$ cat src/rtl/dlw_pkg.sv
package dlw_pkg;
  typedef enum logic [2:0] {
    ST_IDLE,
    ST_SETUP,
    ST_HIGH,
    ST_LOW,
    ST_GAP,
    ST_LOAD,
    ST_CLEAR
  } dlw_state_t;

  function automatic int max3(input int a, input int b, input int c);
    int m;
    m = (a > b) ? a : b;
    return (m > c) ? m : c;
  endfunction
endpackage

$ cat src/rtl/dlw_timer.sv
// Down counter for phase lengths: loading N-1 keeps the caller in a state for N cycles.
module dlw_timer #(
  parameter int W = 4
) (
  input  logic         clk,
  input  logic         rst,
  input  logic         start,
  input  logic [W-1:0] init,
  output logic         expired
);
  logic [W-1:0] cnt;

  always_ff @(posedge clk) begin
    if (rst) begin
      cnt <= '0;
    end else if (start) begin
      cnt <= init;
    end else if (cnt != '0) begin
      cnt <= cnt - 1'b1;
    end
  end

  assign expired = (cnt == '0);
endmodule

$ cat src/rtl/dlw_shifter.sv
// Holds the outgoing word and counts the bits already moved past the output.
module dlw_shifter #(
  parameter int W = 24
) (
  input  logic         clk,
  input  logic         rst,
  input  logic         load,
  input  logic         shift,
  input  logic [W-1:0] din,
  output logic         msb,
  output logic         last
);
  localparam int CW = $clog2(W);

  logic [W-1:0]  word_q;
  logic [CW-1:0] sent_q;

  always_ff @(posedge clk) begin
    if (rst) begin
      word_q <= '0;
      sent_q <= '0;
    end else if (load) begin
      word_q <= din;
      sent_q <= '0;
    end else if (shift) begin
      word_q <= {word_q[W-2:0], 1'b0};
      sent_q <= sent_q + 1'b1;
    end
  end

  assign msb  = word_q[W-1];
  assign last = (sent_q == CW'(W - 1));
endmodule

$ cat src/rtl/dac_link_writer.sv
module dac_link_writer
  import dlw_pkg::*;
#(
  parameter int FRAME_W      = 24,
  parameter int HI_CYC       = 2,
  parameter int LO_CYC       = 2,
  parameter int SETUP_CYC    = 3,
  parameter int GAP_CYC      = 3,
  parameter int IGNORE_CYC   = 3,
  parameter int LOAD_DLY_CYC = 3,
  parameter int LOAD_W_CYC   = 2,
  parameter int CLR_W_CYC    = 1
) (
  input  logic               clk,
  input  logic               rst,
  input  logic               frame_valid,
  input  logic [FRAME_W-1:0] frame_data,
  output logic               frame_ready,
  input  logic               load_req,
  input  logic               clear_req,
  output logic               sclk,
  output logic               sync_n,
  output logic               sdo,
  output logic               ldac_n,
  output logic               clr_n,
  output logic               frame_done
);
  localparam int POST_CYC = max3(GAP_CYC, IGNORE_CYC, LOAD_DLY_CYC);
  localparam int MAXC = max3(max3(HI_CYC, LO_CYC, SETUP_CYC), max3(POST_CYC, LOAD_W_CYC, CLR_W_CYC), 2);
  localparam int TW = $clog2(MAXC + 1);
  localparam logic [TW-1:0] HI_I    = TW'(HI_CYC - 1);
  localparam logic [TW-1:0] LO_I    = TW'(LO_CYC - 1);
  localparam logic [TW-1:0] SETUP_I = TW'(SETUP_CYC - 1);
  localparam logic [TW-1:0] POST_I  = TW'(POST_CYC - 1);
  localparam logic [TW-1:0] LOAD_I  = TW'(LOAD_W_CYC - 1);
  localparam logic [TW-1:0] CLR_I   = TW'(CLR_W_CYC - 1);

  dlw_state_t state, n_state;
  logic          tmr_start, tmr_expired;
  logic [TW-1:0] tmr_init;
  logic          sh_load, sh_shift, sh_last;
  logic          n_sclk, n_sync_n, n_ldac_n, n_clr_n, n_done;

  dlw_timer #(.W(TW)) u_timer (
    .clk(clk), .rst(rst), .start(tmr_start), .init(tmr_init), .expired(tmr_expired)
  );

  dlw_shifter #(.W(FRAME_W)) u_shift (
    .clk(clk), .rst(rst), .load(sh_load), .shift(sh_shift),
    .din(frame_data), .msb(sdo), .last(sh_last)
  );

  assign frame_ready = (state == ST_IDLE) && !clear_req;

  always_comb begin
    n_state   = state;
    tmr_start = 1'b0;
    tmr_init  = '0;
    sh_load   = 1'b0;
    sh_shift  = 1'b0;
    n_sclk    = sclk;
    n_sync_n  = sync_n;
    n_ldac_n  = ldac_n;
    n_clr_n   = clr_n;
    n_done    = 1'b0;
    unique case (state)
      ST_IDLE: begin
        if (clear_req) begin
          n_state   = ST_CLEAR;
          n_clr_n   = 1'b0;
          tmr_start = 1'b1;
          tmr_init  = CLR_I;
        end else if (frame_valid) begin
          n_state   = ST_SETUP;
          n_sync_n  = 1'b0;
          sh_load   = 1'b1;
          tmr_start = 1'b1;
          tmr_init  = SETUP_I;
        end else if (load_req) begin
          n_state   = ST_LOAD;
          n_ldac_n  = 1'b0;
          tmr_start = 1'b1;
          tmr_init  = LOAD_I;
        end
      end
      ST_SETUP, ST_HIGH: begin
        if (tmr_expired) begin
          n_state   = ST_LOW;
          n_sclk    = 1'b0;
          tmr_start = 1'b1;
          tmr_init  = LO_I;
        end
      end
      ST_LOW: begin
        if (tmr_expired) begin
          n_sclk    = 1'b1;
          tmr_start = 1'b1;
          if (sh_last) begin
            n_state  = ST_GAP;
            n_sync_n = 1'b1;
            n_done   = 1'b1;
            tmr_init = POST_I;
          end else begin
            n_state  = ST_HIGH;
            sh_shift = 1'b1;
            tmr_init = HI_I;
          end
        end
      end
      ST_GAP: begin
        if (tmr_expired) n_state = ST_IDLE;
      end
      ST_LOAD: begin
        if (tmr_expired) begin
          n_state  = ST_IDLE;
          n_ldac_n = 1'b1;
        end
      end
      ST_CLEAR: begin
        if (tmr_expired) begin
          n_state = ST_IDLE;
          n_clr_n = 1'b1;
        end
      end
      default: n_state = ST_IDLE;
    endcase
  end

  always_ff @(posedge clk) begin
    if (rst) begin
      state      <= ST_IDLE;
      sclk       <= 1'b1;
      sync_n     <= 1'b1;
      ldac_n     <= 1'b1;
      clr_n      <= 1'b1;
      frame_done <= 1'b0;
    end else begin
      state      <= n_state;
      sclk       <= n_sclk;
      sync_n     <= n_sync_n;
      ldac_n     <= n_ldac_n;
      clr_n      <= n_clr_n;
      frame_done <= n_done;
    end
  end

  // Falling serial clock edges belong to a frame.
  assert_fall_in_frame_R2: assert property (@(posedge clk) disable iff (rst)
    $fell(sclk) |-> !sync_n);

  // Data is held across each falling edge.
  assert_data_held_R5: assert property (@(posedge clk) disable iff (rst)
    $fell(sclk) |-> $stable(sdo));

  // Done marks the select rising and nothing else.
  assert_done_on_rise_R6: assert property (@(posedge clk) disable iff (rst)
    frame_done |-> $rose(sync_n));

  // No new word is offered a slot mid-frame.
  assert_busy_not_ready_R7: assert property (@(posedge clk) disable iff (rst)
    !sync_n |-> !frame_ready);

  // Strobes stay quiet during a frame.
  assert_no_strobe_in_frame_R11: assert property (@(posedge clk) disable iff (rst)
    !sync_n |-> (ldac_n && clr_n));

  // Clear and load never overlap.
  assert_strobe_excl_R10: assert property (@(posedge clk) disable iff (rst)
    !clr_n |-> ldac_n);

  // The link clock does not toggle outside a frame.
  assert_idle_clock_R3: assert property (@(posedge clk) disable iff (rst)
    (sync_n && $past(sync_n)) |-> sclk);
endmodule

$ cat config.mk
export PLATFORM = sky130hd
export DESIGN_NAME = dac_link_writer
export DESIGN_NICKNAME = d
export VERILOG_FILES = /design/src/rtl/dlw_pkg.sv /design/src/rtl/dlw_timer.sv /design/src/rtl/dlw_shifter.sv /design/src/rtl/dac_link_writer.sv
export SDC_FILE = /design/constraint.sdc
export NUM_CORES = 1
export LEC_CHECK = 0
export BUFFER_PORTS_ARGS = -buffer_cell sky130_fd_sc_hd__buf_4
export CELL_PAD_IN_SITES_DETAIL_PLACEMENT = 0
export CELL_PAD_IN_SITES_GLOBAL_PLACEMENT = 1
export CORE_ASPECT_RATIO = 1.75
export CORE_MARGIN = 2
export CORE_UTILIZATION = 30
export DETAILED_ROUTE_END_ITERATION = 12
export GPL_TIMING_DRIVEN = 0
export PLACE_DENSITY = 0.66
export SLEW_MARGIN = 30
export SYNTH_ARGS = -nofsm -noshare
export SYNTH_HDL_FRONTEND = slang
export SYNTH_SLANG_ARGS = --single-unit
$ cat constraint.sdc
create_clock -name clk -period 2.35 [get_ports clk]
set_clock_uncertainty 0.05 [all_clocks]
set_input_delay 0 -clock clk [delete_from_list [all_inputs] [get_ports clk]]
set_output_delay 0 -clock clk [all_outputs]
set_load 0.01 [all_outputs]
---- Yosys cells after proc, flatten, opt, wreduce, memory -nomap -nowiden ----
Index checks and enable logic that the tools add are counted.
word-level totals
  bits in registers ....................... 39
  latch bits .............................. 0
  RAM bits ................................ 0
  memory bits (read-only) ................. 0
  input bits .............................. 29
  output and inout bits ................... 7
  word-level logic and storage cells ...... 98
  memories ................................ 0
operators by class
  $add $sub $neg .......................... 2
  $mul .................................... 0
  div/mod/pow operators ................... 0
  magnitude comparators ................... 0
  equality and inequality tests ........... 19
  shift-type cells ........................ 0
  muxes and demuxes ....................... 45
  bitwise logic cells ..................... 2
  reductions and logical operators ........ 21
operators by type and width
  operator                                       count
  2-to-1 mux 24 bit                              2
  2-to-1 mux 1 bit                               23
  2-to-1 mux 3 bit                               7
  != test 2 bit, second input constant           10
  nonzero test 2 bit                             7
  2-to-1 mux 2 bit                               6
  one-hot mux 3 bit (4 select lines)             1
  one-hot mux 1 bit (2 select lines)             5
  AND reduction 5 bit                            2
  == test 3 bit, second input constant           3
  OR reduction 3 bit                             3
  == test 3 x 2 -> 1 bit, second input constant  2
  one-hot mux 2 bit (3 select lines)             1
  AND reduction 3 bit                            2
  adder 5 x 1 -> 5 bit, second input constant    1
  == test 5 bit, second input constant           1
  != test 4 bit, second input constant           1
  AND reduction 4 bit                            1
  OR reduction 2 bit                             2
  == test 3 x 1 -> 1 bit, second input constant  1
  zero test 3 bit                                1
  zero test 2 bit                                1
  != test 2 x 1 -> 1 bit, second input constant  1
  NOT 1 bit                                      2
  3 further kinds                                3

---- Longest topological paths before layout ----
Gate-level depths: netlist of the first run.
  depth after elaboration ................. 6
  mapped depth ............................ 9
  gate-level depth less buffers ........... 6

---- Hierarchy ----
Synthesis of the first run repeated with hierarchy kept, for this count alone.
second synthesis, totals
  cell total of the unflattened synthesis .. 204
  area total of the unflattened synthesis .. 1938.1 µm²
modules (own cells, without submodules)
  module           instances  cells each  area an instance (µm²)  seq. area each (µm²)
  dlw_shifter      1          132         1348.8                  580.6
  dac_link_writer  1          60          467.9                   160.2
  dlw_timer        1          12          121.4                   40.0

---- Worst setup path before layout of the first run ----
Ideal clock, no wire load.
  kind .................................... reg-to-reg
  start ................................... register u_timer.cnt[0]
  end ..................................... register u_shift.word_q[10]
  setup time .............................. 86 ps
  arrival ................................. 1598 ps
  required time ........................... 2214 ps
  setup slack ............................. 617 ps
  cell stages (with the launch flop) ...... 10
  path buffers ............................ 3
  period minus slack after synthesis ...... 1733 ps
  path through ............................ dfxtp_1 inv_1 ha_1 and4b_1 buf_4 and2_4 buf_12 buf_12 mux2i_1 a211oi_1
on the way
  longest elaborated chain between the ends .. 4
ends and longest elaborated chain
  element                       line                   text
  start, declared               dlw_timer.sv:11        logic [W-1:0] cnt;
  start signal, assigned        dlw_timer.sv:17        cnt <= init;
  start signal, assigned        dlw_timer.sv:19        cnt <= cnt - 1'b1;
  zero test 2 bit               dlw_timer.sv:23        assign expired = (cnt == '0);
  2-to-1 mux 1 bit              dac_link_writer.sv:95  if (tmr_expired) begin
  2-to-1 mux 1 bit              dac_link_writer.sv:66  unique case (state)
  nonzero test 2 bit (no line)  --
  end signal, assigned          dlw_shifter.sv:23      word_q <= din;
  end signal, assigned          dlw_shifter.sv:26      word_q <= {word_q[W-2:0], 1'b0};
  end, declared                 dlw_shifter.sv:15      logic [W-1:0] word_q;
No other way between the ends.
A chain may end at the register's enable or synchronous reset.

---- Worst setup path in the final report of the first run ----
  start ................................... register u_timer.cnt[0]
  end ..................................... register u_shift.word_q[17]
Same word-level chain as after synthesis.

==> results.json, run 1 <==
{
  "cts_setup_buffers": 0,
  "wl_per_cell_um": 13.1,
  "synthFlopType": "dfxtp_1",
  "cp_max_fo": 10,
  "seqPwrFrac": 0.363,
  "cts_root_buf": "clkbuf_8",
  "die_h_um": 110,
  "power_density_mw_per_mm2": 944,
  "final_nets": 301,
  "antenna_found_initial": 0,
  "port_buffers": 34,
  "io_pins": 36,
  "cp_num_cells": 9,
  "rrSetupSlack_ns": 0.45,
  "cpMostUsedCell": "buf_12",
  "synth_common_cells": "dfxtp_1 (39), nor2_1 (28), a211oi_1 (25), mux2i_1 (24), clkbuf_1 (10)",
  "yosysTopAreaCell": "dfxtp_1",
  "critPathCaptureType": "register",
  "clock_sinks": 39,
  "ys_warn_count": 0,
  "start_util": 0.311,
  "yosysMostFrequentCell": "dfxtp_1",
  "setup_ws_ns": 0.447,
  "drt_first_pass_iters": 4,
  "synth.ff_latch_count": 39,
  "setup_viol": 0,
  "setup_tns_ns": 0,
  "syn_inst": 205,
  "gp_congestion": 0.779,
  "finalCriticalPeriod_ns": 1.90,
  "cpPeakStageDelay_ns": 0.35,
  "synth.distinct_cells": 45,
  "required_ns": 2.50,
  "worst_pin_slew_ns": 0.533,
  "dpl_worst_slack_ns": 0.440,
  "start_kind": "register",
  "critPathArrivalTime_ns": 2.05,
  "core_area_mm2": 0.00618,
  "cts_tree": "done",
  "hpwl_um": 3420,
  "cts_buffers": 5,
  "p_sw_mw": 0.910,
  "cp_slowest_cell": "dfxtp_1",
  "filler_cell_count": 657,
  "reg2reg_depth": 9,
  "avgSynthCellArea_um2": 9.39,
  "intPower_mw": 1.54,
  "fmax_ghz": 0.525,
  "synth_fp_nets": 236,
  "clk_pin_slew_ns": 0.08,
  "path_buf_inv": 4,
  "drive_gt1_frac": 0.196,
  "drc_errors": 0,
  "die_w_um": 64.5,
  "row_count": 38,
  "htreeDepth": 2,
  "grt_max_degree": 12,
  "overflow": 0,
  "relSlewSlack": 0.642,
  "combPwrFrac": 0.458,
  "hold_buffers": 24,
  "routed_wl_um": 4600,
  "synth_edf_count": 0,
  "insertion_delay_ns": 0.29,
  "rsz0062_at_grt": "false",
  "slew_viol_final": 0,
  "antenna_cells": 0,
  "first_global_vias": 1726,
  "ys_top_cells_by_area": "dfxtp_1 (41%), mux2i_1 (12%), a211oi_1 (9.8%), nor2_1 (5.5%), buf_12 (3.1%)",
  "synth_area_mm2": 0.00192,
  "path_cells": "inv_1 > ha_1 > and4b_1 > buf_4 > and2_4 > buf_12 > buf_12 > mux2i_1 > a211oi_1",
  "p_leak_nw": 0.965,
  "multi_input_area_um2": 982,
  "max-vdd-ir-drop_uv": 504,
  "cts.repair.resized": 0,
  "hold_viol_final": 0,
  "num_vias": 1746,
  "status": "complete, no violations",
  "ant_nets": 0,
  "total_power_mw": 2.45,
  "holdPathStages": 3,
  "power.share.switching": 0.371,
  "drt_iter0_markers": 61,
  "yosysSeqAreaShare": 0.406,
  "grt.total_usage": 0.142,
  "synth_top_area_frac": 0.406,
  "min_path_type": "input port to register",
  "critPathTopFamily": "buffers and inverters",
  "fin_crit_sh": 0.810,
  "cts_max_path_buffers": 2,
  "via_per_inst": 4.97,
  "die_area_mm2": 0.00710,
  "async_reset_ff_frac": 0,
  "grt_pass1_wl_um": 7870,
  "maxCapViolations": 0,
  "p_clk_frac": 0.179,
  "setup.worst_path.class": "register to register",
  "seq_area_um2": 781,
  "syn2layout_area_growth_pct": 35.2
}
[power groups by stage]
stage / combinational [mW] / clock [mW] / sequential [mW]
after floorplan: 0.817 / 0 / 0.901
after global placement: 1.09 / 0 / 0.911
after detailed placement: 1.09 / 0 / 0.910
after CTS: 1.13 / 0.451 / 0.895
after global routing: 1.26 / 0.482 / 0.911
final: 1.12 / 0.440 / 0.891
[per-stage QoR]
stage / std cells / hold slack, ns / utilization / area (um^2)
5_1_grt: 351 / 0.0478 / 0.421 / 2600
6_report: 351 / 0.0454 / 0.421 / 2600
2_1_floorplan: 205 / -0.0233 / - / 1920
4_1_cts: 351 / 0.0354 / 0.421 / 2600
3_3_place_gp: 319 / 0.228 / 0.369 / 2280
3_5_place_dp: 319 / 0.238 / 0.369 / 2280
[cells in the final DEF (no fill, tap or decap), drive strengths merged, types with 3 or more instances in the layout]
master       count
inv              6
nand3b           3
clkbuf          17
nand2            7
xor2             3
nor2            28
dfxtp           39
dlygate4sd3     24
a211oi          25
o21ai            4
nor3             7
a21oi            8
mux2i           24
buf             43
[cell families (layout without fill, tap and decap cells)]
kind of cell             count (synthesis)  in the layout  synth area share
buffers and inverters                   25             91            0.0839
XOR/XNOR                                 4              4            0.0182
flip-flops                              39             39             0.406
AND/OR/NAND/NOR                         59             59             0.159
multiplexers                            24             24             0.125
AO/OA/AOI/OAI                           52             52             0.196
adder cells (fa/ha/maj)                  2              2            0.0130
[registers in the layout, indices dropped and copies added, names as in the netlist]
register and cells:
u_shift.word_q 24, frame_done 1, u_shift.sent_q 5, sclk 1, state 3, sync_n 1
u_timer.cnt 2, ldac_n 1, clr_n 1
[tightest hold or removal path, cell delays in order]
cell and delay, ns:
buf_4 0.12, nand3b_1 0.12, a21o_1 0.12
[layout make-up]
cell class | count | share of cell area
inverter | 6 | 0.00866
buffer | 19 | 0.0534
multi-input combinational | 141 | 0.378
tap | 80 | 0.0385
clock buffer | 7 | 0.0293
timing repair buffer | 58 | 0.190
sequential | 39 | 0.300
clock inverter | 1 | 0.00192
[per-layer routing]
layer / track usage / wire length [um] / vias to the layer above
li1: - / - / 881
met5: 0 / 0 / -
met2: 0.264 / 2420 / 50
met1: 0.153 / 1850 / 805
met3: 0.0307 / 217 / 10
met4: 0.0623 / 113 / 0
[worst paths after layout]
| check | start | to |
|---|---|---|
| min reg2reg | clr_n$_SDFFE_PP1P_ | clr_n$_SDFFE_PP1P_ |
| min | load_req | ldac_n$_SDFFE_PP1P_ |
| max | u_timer.cnt[0]$_SDFFE_PP0P_ | u_shift.word_q[17]$_SDFFE_PP0P_ |
| max reg2reg | u_timer.cnt[0]$_SDFFE_PP0P_ | u_shift.word_q[17]$_SDFFE_PP0P_ |
No activity file was read; power rests on OpenSTA's default activity.
==> inputs of run 2 (changes only) <==
--- a/config.mk
+++ b/config.mk
@@ -13,7 +13,7 @@
 export CORE_UTILIZATION = 30
 export DETAILED_ROUTE_END_ITERATION = 12
 export GPL_TIMING_DRIVEN = 0
-export PLACE_DENSITY = 0.66
+export PLACE_DENSITY = 0.68
 export SLEW_MARGIN = 30
 export SYNTH_ARGS = -nofsm -noshare
 export SYNTH_HDL_FRONTEND = slang
==> constraint.sdc (replaced) <==
create_clock -name clk -period 1.6 [get_ports clk]
set_clock_uncertainty 0.05 [all_clocks]
set_input_delay 0 -clock clk [delete_from_list [all_inputs] [get_ports clk]]
set_output_delay 0 -clock clk [all_outputs]
set_load 0.01 [all_outputs]
==> results.json, run 2 (synthesis results as in run 1) <==
{
  "routed_wl_um": 5020,
  "grt.total_usage": 0.151,
  "io_pins": 36,
  "path_cells": "inv_2 > ha_4 > and4b_2 > and2_4 > buf_12 > buf_12 > mux2i_2 > a211oi_2",
  "antenna_found_initial": 0,
  "maxCapViolations": 0,
  "die_area_mm2": 0.00710,
  "p_clk_frac": 0.203,
  "slew_viol_final": 0,
  "seqPwrFrac": 0.318,
  "die_w_um": 64.5,
  "final_cell_mix": "buf_4 (42), dfxtp_1 (36), nor2_1 (28)",
  "combPwrFrac": 0.479,
  "first_global_vias": 1811,
  "setup.worst_path.class": "register to register",
  "cp_slowest_cell": "dfxtp_2",
  "port_buffers": 34,
  "die_h_um": 110,
  "drc_errors": 0,
  "dpl_worst_slack_ns": -0.216,
  "final_nets": 308,
  "syn2layout_area_growth_pct": 50.3,
  "cp_max_fo": 6,
  "insertion_delay_ns": 0.29,
  "drt_first_pass_iters": 4,
  "seq_area_um2": 785,
  "rsz0062_at_grt": "true",
  "setup_viol": 23,
  "gp_congestion": 0.794,
  "worst_pin_slew_ns": 0.656,
  "required_ns": 1.70,
  "finalCriticalPeriod_ns": 1.69,
  "power_density_mw_per_mm2": 1460,
  "cpMostUsedCell": "buf_12",
  "status": "finished with violations",
  "filler_cell_count": 635,
  "grt_max_degree": 13,
  "drive_gt1_frac": 0.338,
  "max-vdd-ir-drop_uv": 626,
  "rrSetupSlack_ns": -0.09,
  "power.share.switching": 0.352,
  "p_leak_nw": 1.07,
  "drt_iter0_markers": 99,
  "cts_tree": "done",
  "cts_root_buf": "clkbuf_8",
  "largest_reg_flops": 24,
  "grt_pass1_wl_um": 8360,
  "layout_commonest_cell": "buf_4",
  "min_path_type": "input port to register",
  "overflow": 0,
  "critPathCaptureType": "register",
  "fmax_ghz": 0.592,
  "hpwl_um": 3360,
  "antenna_cells": 0,
  "reg_top3": "u_shift.word_q: 24 flops, u_shift.sent_q: 5 flops, state: 3 flops",
  "ant_nets": 0,
  "wl_per_cell_um": 14.0,
  "total_power_mw": 4.21,
  "critPathArrivalTime_ns": 1.79,
  "hold_viol_final": 0,
  "violations": "negative setup slack",
  "cts_max_path_buffers": 2,
  "clock_sinks": 39,
  "cts_buffers": 5,
  "htreeDepth": 2,
  "multi_input_area_mm2": 0.00111,
  "num_vias": 1765,
  "placed_cells": 319,
  "final_cells": 358,
  "setup_tns_ns": -1.26,
  "start_kind": "register",
  "clk_pin_slew_ns": 0.07,
  "top_register": "u_shift.word_q",
  "relSlewSlack": 0.559,
  "start_util": 0.311,
  "row_count": 38,
  "via_per_inst": 4.93,
  "intPower_mw": 2.73,
  "fin_crit_sh": 1.05,
  "setup_ws_ns": -0.0879,
  "p_sw_mw": 1.48,
  "cpPeakStageDelay_ns": 0.33,
  "core_area_mm2": 0.00618
}
## run 2: changes by cell type in the layout (fill, tap and decap cells not counted), moves of 4 or more
cell,delta
a211oi_2,+4
a211oi_1,-5
mux2i_1,-5
clkbuf_1,-6
mux2i_2,+4
buf_4,+6
## run 2: path summary, 6_finish.rpt
kind	depth (start not counted)	endpoint	from
setup reg to reg	8	u_shift.word_q[17]$_SDFFE_PP0P_	u_timer.cnt[0]$_SDFFE_PP0P_
hold reg to reg	2	clr_n$_SDFFE_PP1P_	clr_n$_SDFFE_PP1P_
hold / removal	3	u_shift.word_q[17]$_SDFFE_PP0P_	frame_data[17]
setup / recovery	8	u_shift.word_q[17]$_SDFFE_PP0P_	u_timer.cnt[0]$_SDFFE_PP0P_
## run 2: power groups by stage
stage	Sequential, mW	Clock, mW	Combinational (mW)
5_1_grt	1.37	0.922	2.23
3_5_place_dp	1.34	0	1.63
2_1_floorplan	1.33	0	1.23
6_report	1.34	0.852	2.02
3_3_place_gp	1.34	0	1.62
4_1_cts	1.32	0.877	1.89
## run 2: timing repair
action / CTS / global route
setup buffers: 8 / 0
resized for setup: 21 / 21
gates cloned: 1 / 1
hold endpoints to repair: 23 / 0
hold buffers: 23 / 0
endpoints found under the setup margin: 32 / 33
pin swaps: 16 / 5
## run 2: critical path, delay by kind of cell (launching register included)
kind,cells,cell delay [ns]
multiplexers,1,0.21
buffers and inverters,3,0.31
AND/OR/NAND/NOR,2,0.43
flip-flops,1,0.33
AO/OA/AOI/OAI,1,0.09
adder cells (fa/ha/maj),1,0.13
## run 2: stage by stage
step | util | hold WS [ns] | instance area [um^2]
after floorplan | - | -0.0173 | 1950
after global placement | 0.372 | 0.213 | 2300
after detailed placement | 0.372 | 0.217 | 2300
after CTS | 0.452 | 0.00824 | 2790
after global routing | 0.468 | 0.0360 | 2890
final | 0.468 | 0.00412 | 2890
## run 2: routing by layer
metal | part of all wire | track usage | vias up
met5 | 0 | 0 | -
met4 | 0.021 | 0.0623 | 0
met3 | 0.034 | 0.0276 | 7
met2 | 0.55 | 0.291 | 37
met1 | 0.40 | 0.158 | 833
li1 | - | - | 888
## run 2: cell type report
class,count,share of cell area
Inverter,6,0.00779
Clock inverter,2,0.0121
Sequential cell,39,0.271
Timing Repair Buffer,67,0.208
Buffer,17,0.0528
Tap cell,80,0.0346
Clock buffer,6,0.0286
Multi-Input combinational cell,141,0.385
